--- src/rtl/bcd_rtc_pkg.sv ---
package bcd_rtc_pkg;

    localparam int LOC_W  = 7;
    localparam int BYTE_W = 8;

    localparam logic [LOC_W-1:0] A_SEC   = 7'd0;
    localparam logic [LOC_W-1:0] A_MIN   = 7'd2;
    localparam logic [LOC_W-1:0] A_HOUR  = 7'd4;
    localparam logic [LOC_W-1:0] A_WDAY  = 7'd6;
    localparam logic [LOC_W-1:0] A_MDAY  = 7'd7;
    localparam logic [LOC_W-1:0] A_MONTH = 7'd8;
    localparam logic [LOC_W-1:0] A_YEAR  = 7'd9;
    localparam logic [LOC_W-1:0] A_CTLA  = 7'd10;
    localparam logic [LOC_W-1:0] A_CTLB  = 7'd11;
    localparam logic [LOC_W-1:0] A_RAM0  = 7'd14;
    localparam int               N_TIME  = 10;

    typedef enum logic [3:0] {
        ST_IDLE, ST_LEAD, ST_SEC, ST_MIN, ST_HOUR,
        ST_WDAY, ST_MDAY, ST_MONTH, ST_YEAR
    } upd_state_e;

    typedef enum logic [2:0] {
        FLD_NONE, FLD_SEC, FLD_MIN, FLD_HOUR,
        FLD_WDAY, FLD_MDAY, FLD_MONTH, FLD_YEAR
    } fld_e;

    // Add one to a BCD byte; a low digit of 9 or more carries to the high digit.
    function automatic logic [7:0] bcd_next(input logic [7:0] v);
        if (v[3:0] >= 4'd9) return {v[7:4] + 4'd1, 4'd0};
        else                return {v[7:4], v[3:0] + 4'd1};
    endfunction

    function automatic logic [6:0] bcd_to_bin(input logic [7:0] v);
        return ({3'b000, v[7:4]} * 7'd10) + {3'b000, v[3:0]};
    endfunction

    // Last valid day of the month, in BCD; leap year when year is a multiple of 4.
    function automatic logic [7:0] last_mday(input logic [7:0] mon, input logic [7:0] yr);
        logic [6:0] m;
        logic [6:0] y;
        m = bcd_to_bin(mon);
        y = bcd_to_bin(yr);
        case (m)
            7'd2:                     return (y[1:0] == 2'b00) ? 8'h29 : 8'h28;
            7'd4, 7'd6, 7'd9, 7'd11:  return 8'h30;
            default:                  return 8'h31;
        endcase
    endfunction

endpackage

--- src/rtl/rtc_index_port.sv ---
module rtc_index_port
    import bcd_rtc_pkg::*;
(
    input  logic              clk,
    input  logic              rst_n,
    input  logic              io_cs,
    input  logic              io_port,
    input  logic              io_we,
    input  logic [BYTE_W-1:0] io_wdata,
    output logic [LOC_W-1:0]  loc_idx,
    output logic              loc_we,
    output logic [BYTE_W-1:0] loc_wdata
);

    logic idx_we;

    assign idx_we    = io_cs && io_we && !io_port;
    assign loc_we    = io_cs && io_we && io_port;
    assign loc_wdata = io_wdata;

    always_ff @(posedge clk or negedge rst_n) begin
        if (!rst_n)      loc_idx <= '0;
        else if (idx_we) loc_idx <= io_wdata[LOC_W-1:0];
    end

endmodule

--- src/rtl/rtc_update_fsm.sv ---
module rtc_update_fsm
    import bcd_rtc_pkg::*;
#(
    parameter int UIP_LEAD = 4
) (
    input  logic clk,
    input  logic rst_n,
    input  logic tick,
    input  logic freeze,
    input  logic at_limit,
    output fld_e step,
    output logic uip
);

    localparam int CW = (UIP_LEAD < 2) ? 1 : $clog2(UIP_LEAD);

    upd_state_e st, st_nx;
    logic [CW-1:0] lead_cnt;

    always_ff @(posedge clk or negedge rst_n) begin
        if (!rst_n) st <= ST_IDLE;
        else        st <= st_nx;
    end

    always_ff @(posedge clk or negedge rst_n) begin
        if (!rst_n)                                lead_cnt <= '0;
        else if (st == ST_IDLE)                    lead_cnt <= CW'(UIP_LEAD - 1);
        else if (st == ST_LEAD && lead_cnt != '0)  lead_cnt <= lead_cnt - 1'b1;
    end

    always_comb begin
        st_nx = st;
        unique case (st)
            ST_IDLE:  if (tick && !freeze) st_nx = ST_LEAD;
            ST_LEAD:  if (lead_cnt == '0)  st_nx = ST_SEC;
            ST_SEC:   st_nx = at_limit ? ST_MIN   : ST_IDLE;
            ST_MIN:   st_nx = at_limit ? ST_HOUR  : ST_IDLE;
            ST_HOUR:  st_nx = at_limit ? ST_WDAY  : ST_IDLE;
            ST_WDAY:  st_nx = ST_MDAY;
            ST_MDAY:  st_nx = at_limit ? ST_MONTH : ST_IDLE;
            ST_MONTH: st_nx = at_limit ? ST_YEAR  : ST_IDLE;
            ST_YEAR:  st_nx = ST_IDLE;
            default:  st_nx = ST_IDLE;
        endcase
    end

    always_comb begin
        step = FLD_NONE;
        uip  = 1'b1;
        unique case (st)
            ST_IDLE:  uip  = 1'b0;
            ST_LEAD:  step = FLD_NONE;
            ST_SEC:   step = FLD_SEC;
            ST_MIN:   step = FLD_MIN;
            ST_HOUR:  step = FLD_HOUR;
            ST_WDAY:  step = FLD_WDAY;
            ST_MDAY:  step = FLD_MDAY;
            ST_MONTH: step = FLD_MONTH;
            ST_YEAR:  step = FLD_YEAR;
            default:  uip  = 1'b0;
        endcase
    end

endmodule

--- src/rtl/rtc_time_bank.sv ---
module rtc_time_bank
    import bcd_rtc_pkg::*;
(
    input  logic              clk,
    input  logic              rst_n,
    input  logic [LOC_W-1:0]  loc_idx,
    input  logic              loc_we,
    input  logic [BYTE_W-1:0] loc_wdata,
    input  fld_e              step,
    input  logic              uip,
    output logic              at_limit,
    output logic              freeze,
    output logic [BYTE_W-1:0] sec_now,
    output logic [BYTE_W-1:0] rd_data
);

    logic [BYTE_W-1:0] tview [N_TIME];
    logic [BYTE_W-2:0] ctl_a;
    logic [BYTE_W-1:0] ctl_b;
    logic [LOC_W-1:0]  step_addr;
    logic              step_act;
    logic [BYTE_W-1:0] lo_val, hi_val, cur, step_val;

    always_comb begin
        step_act  = 1'b1;
        step_addr = A_SEC;
        lo_val    = 8'h00;
        hi_val    = 8'h59;
        unique case (step)
            FLD_NONE:  step_act = 1'b0;
            FLD_SEC:   step_addr = A_SEC;
            FLD_MIN:   step_addr = A_MIN;
            FLD_HOUR:  begin step_addr = A_HOUR;  hi_val = 8'h23; end
            FLD_WDAY:  begin step_addr = A_WDAY;  lo_val = 8'h01; hi_val = 8'h07; end
            FLD_MDAY:  begin step_addr = A_MDAY;  lo_val = 8'h01;
                             hi_val = last_mday(tview[A_MONTH], tview[A_YEAR]); end
            FLD_MONTH: begin step_addr = A_MONTH; lo_val = 8'h01; hi_val = 8'h12; end
            FLD_YEAR:  begin step_addr = A_YEAR;  hi_val = 8'h99; end
            default:   step_act = 1'b0;
        endcase
        cur      = tview[step_addr[3:0]];
        at_limit = step_act && (cur >= hi_val);
        step_val = at_limit ? lo_val : bcd_next(cur);
    end

    for (genvar i = 0; i < N_TIME; i++) begin : g_tb
        localparam logic [BYTE_W-1:0] RV = (i >= 6 && i <= 8) ? 8'h01 : 8'h00;
        localparam logic [BYTE_W-1:0] WM = (i == 0) ? 8'h7F : 8'hFF;
        logic [BYTE_W-1:0] q;
        always_ff @(posedge clk or negedge rst_n) begin
            if (!rst_n)
                q <= RV;
            else if (loc_we && loc_idx == LOC_W'(i))
                q <= loc_wdata & WM;
            else if (step_act && step_addr == LOC_W'(i))
                q <= step_val;
        end
        assign tview[i] = q;
    end

    always_ff @(posedge clk or negedge rst_n) begin
        if (!rst_n) begin
            ctl_a <= '0;
            ctl_b <= '0;
        end else if (loc_we) begin
            if (loc_idx == A_CTLA) ctl_a <= loc_wdata[BYTE_W-2:0];
            if (loc_idx == A_CTLB) ctl_b <= loc_wdata;
        end
    end

    assign freeze  = ctl_b[BYTE_W-1];
    assign sec_now = tview[0];

    always_comb begin
        if (loc_idx < LOC_W'(N_TIME)) rd_data = tview[loc_idx[3:0]];
        else if (loc_idx == A_CTLA)   rd_data = {uip, ctl_a};
        else if (loc_idx == A_CTLB)   rd_data = ctl_b;
        else                          rd_data = '0;
    end

endmodule

--- src/rtl/rtc_user_ram.sv ---
module rtc_user_ram
    import bcd_rtc_pkg::*;
#(
    parameter int BASE = 14
) (
    input  logic              clk,
    input  logic              rst_n,
    input  logic [LOC_W-1:0]  loc_idx,
    input  logic              loc_we,
    input  logic [BYTE_W-1:0] loc_wdata,
    output logic [BYTE_W-1:0] rd_data
);

    localparam int DEPTH = (1 << LOC_W) - BASE;

    logic [BYTE_W-1:0] view [DEPTH];
    logic [LOC_W-1:0]  off;

    assign off = loc_idx - LOC_W'(BASE);

    for (genvar j = 0; j < DEPTH; j++) begin : g_byte
        logic [BYTE_W-1:0] q;
        always_ff @(posedge clk or negedge rst_n) begin
            if (!rst_n)                                     q <= '0;
            else if (loc_we && loc_idx == LOC_W'(BASE + j)) q <= loc_wdata;
        end
        assign view[j] = q;
    end

    always_comb begin
        if (loc_idx >= LOC_W'(BASE)) rd_data = view[off];
        else                         rd_data = '0;
    end

endmodule

--- src/rtl/bcd_rtc.sv ---
module bcd_rtc
    import bcd_rtc_pkg::*;
#(
    parameter int UIP_LEAD = 4
) (
    input  logic       clk,
    input  logic       rst_n,
    input  logic       tick,
    input  logic       io_cs,
    input  logic       io_port,
    input  logic       io_we,
    input  logic [7:0] io_wdata,
    output logic [7:0] io_rdata
);

    logic [LOC_W-1:0]  loc_idx;
    logic              loc_we;
    logic [BYTE_W-1:0] loc_wdata;
    logic [BYTE_W-1:0] bank_rd, ram_rd, sec_now;
    logic              at_limit, freeze, uip;
    fld_e              step;

    rtc_index_port u_idx (
        .clk(clk), .rst_n(rst_n), .io_cs(io_cs), .io_port(io_port),
        .io_we(io_we), .io_wdata(io_wdata), .loc_idx(loc_idx),
        .loc_we(loc_we), .loc_wdata(loc_wdata)
    );

    rtc_update_fsm #(.UIP_LEAD(UIP_LEAD)) u_fsm (
        .clk(clk), .rst_n(rst_n), .tick(tick), .freeze(freeze),
        .at_limit(at_limit), .step(step), .uip(uip)
    );

    rtc_time_bank u_bank (
        .clk(clk), .rst_n(rst_n), .loc_idx(loc_idx), .loc_we(loc_we),
        .loc_wdata(loc_wdata), .step(step), .uip(uip), .at_limit(at_limit),
        .freeze(freeze), .sec_now(sec_now), .rd_data(bank_rd)
    );

    rtc_user_ram #(.BASE(int'(A_RAM0))) u_ram (
        .clk(clk), .rst_n(rst_n), .loc_idx(loc_idx), .loc_we(loc_we),
        .loc_wdata(loc_wdata), .rd_data(ram_rd)
    );

    always_comb begin
        if (io_cs && io_port) io_rdata = (loc_idx < A_RAM0) ? bank_rd : ram_rd;
        else                  io_rdata = '0;
    end

endmodule

--- config.mk ---
export PLATFORM = sky130hd
export DESIGN_NAME = bcd_rtc
export DESIGN_NICKNAME = d
export VERILOG_FILES = /design/src/rtl/bcd_rtc_pkg.sv /design/src/rtl/rtc_index_port.sv /design/src/rtl/rtc_update_fsm.sv /design/src/rtl/rtc_time_bank.sv /design/src/rtl/rtc_user_ram.sv /design/src/rtl/bcd_rtc.sv
export SDC_FILE = /design/constraint.sdc
export NUM_CORES = 2
export LEC_CHECK = 0
export ABC_AREA = 0
export BUFFER_PORTS_ARGS = -buffer_cell sky130_fd_sc_hd__buf_2
export CAP_MARGIN = 20
export CORE_MARGIN = 2
export CORE_UTILIZATION = 55
export DETAILED_ROUTE_END_ITERATION = 6
export GPL_TIMING_DRIVEN = 0
export PLACE_DENSITY = 0.73
export SLEW_MARGIN = 20
export SYNTH_ARGS = -nofsm -noshare
export SYNTH_HDL_FRONTEND = slang
export SYNTH_HIERARCHICAL = 1
export SYNTH_SLANG_ARGS = --single-unit
--- constraint.sdc ---
create_clock -name clk -period 4.3 [get_ports clk]
set_clock_uncertainty 0.15 [all_clocks]
set_input_delay 0.215 -clock clk [delete_from_list [all_inputs] [get_ports clk]]
set_output_delay 0.215 -clock clk [all_outputs]
set_load 0.02 [all_outputs]
==> flow_summary.toml <==
[logic_synthesis]
synthFlopType = "dfrtp_1"
ys_warn_count = 6
yosys.cell_types.count = 89
ys_seq_area_share_pct = 51.2
syn_nets = 3662
async_reset_ff_share_pct = 100
syn_inst = 3626
synth_edf_count = 0
synth-seq-cells = 1020
syn_area_sq_um = 49900
syn_avg_cell_area_sq_um = 13.7

[drt]
drt_iter0_drc = 4906
drt.antenna.violating_nets = 0
drc = 0
wl_per_cell_um = 36.3
viasPerCell = 7.00
wl_um = 186000
drt_pass1_iterations = 6
vias = 35784

[job]
drv_cap = 0

[timing]
rsz0062_at_grt = "yes"
finalSetupViolations = 7
maxSlewViolCount = 0
fin_crit_sh_pct = 102
hold_viol = 0
max_freq_ghz = 0.229
worstMarginPinSlew_ns = 1.19
setup_tns_ns = -0.182
whs_ns = 0.0132
fin_ws_ns = -0.0668
period_needed_ns = 4.37
relSlewSlack_pct = 20.5

[grt]
grt_max_degree = 140
grt_antenna_before_repair = 7
grt_pass1_vias = 34969
grtUsageTotal_pct = 40.0
grt_pass1_wl_um = 263000
overflow = 0

[power]
peakVddDrop_mv = 0.387
power_leakage_nw = 26.9
pwr_density_cell_nw_per_um2 = 533

[floorplan]
die_y_um = 305
ioPinCount = 22
fp.coreArea_sq_um = 89900
dieArea_sq_um = 93100
rows = 110
start_util_pct = 55.5
chipWidth_um = 305

[clock_tree]
htree_levels = 3
clockBufferDepth = 3
cts_root_buf = "clkbuf_16"
clock_latency_ns = 0.70
clk_pin_slew_ns = 0.06
cts_tree = "done"
cts_sinks = 1020
cts_made_buffers = 106

[finish]
nets = 3877
drive_gt1_share_pct = 47.9
area.growth.synth_to_final_pct = 16.5
seq_area_sq_um = 25500
final_common_cell = "dfrtp_1"
nFillCells = 6608
final_cell_mix = "1009 x dfrtp_1, 992 x mux2_2, 185 x mux4_2, 174 x nand2_1, 147 x clkbuf_1"
multiInputGateArea_sq_um = 23900

[run_status]
status = "finished, violations left"
violations = "setup timing"

[setup_path]
cp.required_ns = 3.93
worstPathMaxFanout = 9
path_class = "reg2out"
cp-end-kind = "primary output"
reg2reg_slack_ns = 0.02
cp.arrival_ns = 4.00
worstSetupStartpointType = "flip-flop"

[place]
dpl.hpwl_um = 125000
port_buffers = 20
gp_congestion = 1.06

[hold_path]
holdCritPathClass = "in2async"
-- Yosys cell counts, types with 13 or more instances --
master,number,area share [%]
dfrtp_1,1017,51
mux2_2,992,22
mux4_2,185,8.4
nand2_1,182,1.4
clkbuf_1,150,1.1
mux2i_1,139,2.8
nor2_2,89,1.1
nor2_1,86,0.65
nand3_1,58,0.58
a21oi_1,54,0.54
buf_2,47,0.47
a31oi_1,46,0.58
o22ai_1,43,0.54
buf_4,40,0.60
o21ai_0,37,0.37
nand2_2,29,0.36
nor2b_1,23,0.29
a22oi_1,22,0.33
buf_6,22,0.50
inv_1,22,0.17
ha_1,20,0.50
o211ai_1,19,0.29
a221oi_1,15,0.26
and2_1,15,0.19
nand2b_1,15,0.19
o21ai_1,15,0.15
nor3_1,13,0.13
-- worst max-delay path: stages (launching register included) --
cell and delay, ns:
dfrtp_2 0.48, ha_4 0.30, buf_12 0.16, buf_12 0.16
inv_6 0.17, buf_12 0.15, buf_4 0.23, nand2_1 0.12
a21oi_1 0.31, o311ai_4 0.19, a311oi_4 0.47, o21ai_1 0.14
a21boi_1 0.20, buf_2 0.19
-- final cells by class --
| type | count | share of cell area (%) |
|---|---|---|
| multi-input cells | 2306 | 41.2 |
| inverters | 29 | 0.231 |
| flip-flops and latches | 1020 | 44.0 |
| well taps | 1176 | 2.53 |
| plain buffers | 268 | 3.85 |
| diodes | 6 | 0.0259 |
| clock buffers | 147 | 5.18 |
| clock inverters | 52 | 1.11 |
| repair buffers | 110 | 1.84 |
-- timing repair --
| action | 4_1_cts | 5_1_grt |
|---|---|---|
| hold endpoints to repair | 432 | 0 |
| cloned | 1 | 1 |
| pin swaps | 23 | 39 |
| setup buffers | 31 | 32 |
| resized for setup | 344 | 139 |
| hold buffers | 17 | 0 |
| setup endpoints to repair | 68 | 67 |
-- sequential cells by signal (all words and copies together), names as in the netlist --
name / count
u_idx/loc_idx: 7
u_bank/g_tb.q: 72
u_bank/ctl_b: 8
u_bank/sec_now: 8
u_bank/ctl_a: 7
u_fsm/lead_cnt: 2
u_ram/g_byte.q: 912
u_fsm/st: 4
-- path summary, 6_finish.rpt --
| kind | startpoint | endpoint | depth (start not counted) |
|---|---|---|---|
| worst min-delay path | rst_n | u_ram/g_byte[42].q[4] | 3 |
| max in group asynchronous | rst_n | u_idx/loc_idx[4] | 5 |
| worst max-delay path | u_idx/loc_idx[1] | io_rdata[2] | 13 |
| worst max register to register | u_bank/g_tb[8].q[4] | u_bank/sec_now[7] | 17 |
| worst min register to register | u_bank/ctl_b[3] | u_bank/ctl_b[3] | 2 |
| min in group clk | io_wdata[7] | u_ram/g_byte[1].q[7] | 3 |
-- where the power goes --
part / switching, W / total, W / internal [W] / leakage [nW]
sequential: 0.000647 / 0.0112 / 0.0105 / 14.0
combinational: 0.00613 / 0.0101 / 0.00399 / 11.2
clock: 0.00405 / 0.00967 / 0.00562 / 1.79
total: 0.0108 / 0.0310 / 0.0201 / 26.9
-- layer usage --
layer	global-route usage [%]	vias to the layer above	routed length (um)
li1	-	13890	-
met1	55.1	18887	72100
met2	56.1	2386	78000
met3	12.1	615	22700
met4	23.4	6	12800
met5	0.155	-	87
-- cells by family (layout without fill, tap and decap cells) --
| logic type | after synthesis | after routing | synth area share (%) |
|---|---|---|---|
| AND/OR/NAND/NOR | 557 | 557 | 5.66 |
| AO/OA/AOI/OAI | 379 | 379 | 5.30 |
| buffers and inverters | 300 | 606 | 3.03 |
| XOR/XNOR | 19 | 19 | 0.349 |
| multiplexers | 1329 | 1329 | 33.9 |
| flip-flops | 1020 | 1020 | 51.2 |
| adder cells (fa/ha/maj) | 22 | 22 | 0.582 |
| other | 0 | 6 | 0 |
-- metrics by stage --
step	area (sq um)	setup slack (ns)	cells	total power [W]	util, %
5_1_grt	58100	-0.0738	5109	0.0317	64.6
4_1_cts	57200	-0.0298	5075	0.0300	63.7
6_report	58100	-0.0668	5114	0.0310	64.6
3_3_place_gp	51400	-19.41	4822	0.0190	57.2
3_5_place_dp	51700	-1.29	4830	0.0192	57.5
2_1_floorplan	49900	0.0757	3626	0.0158	-
Power figures use the tool's default switching activity.
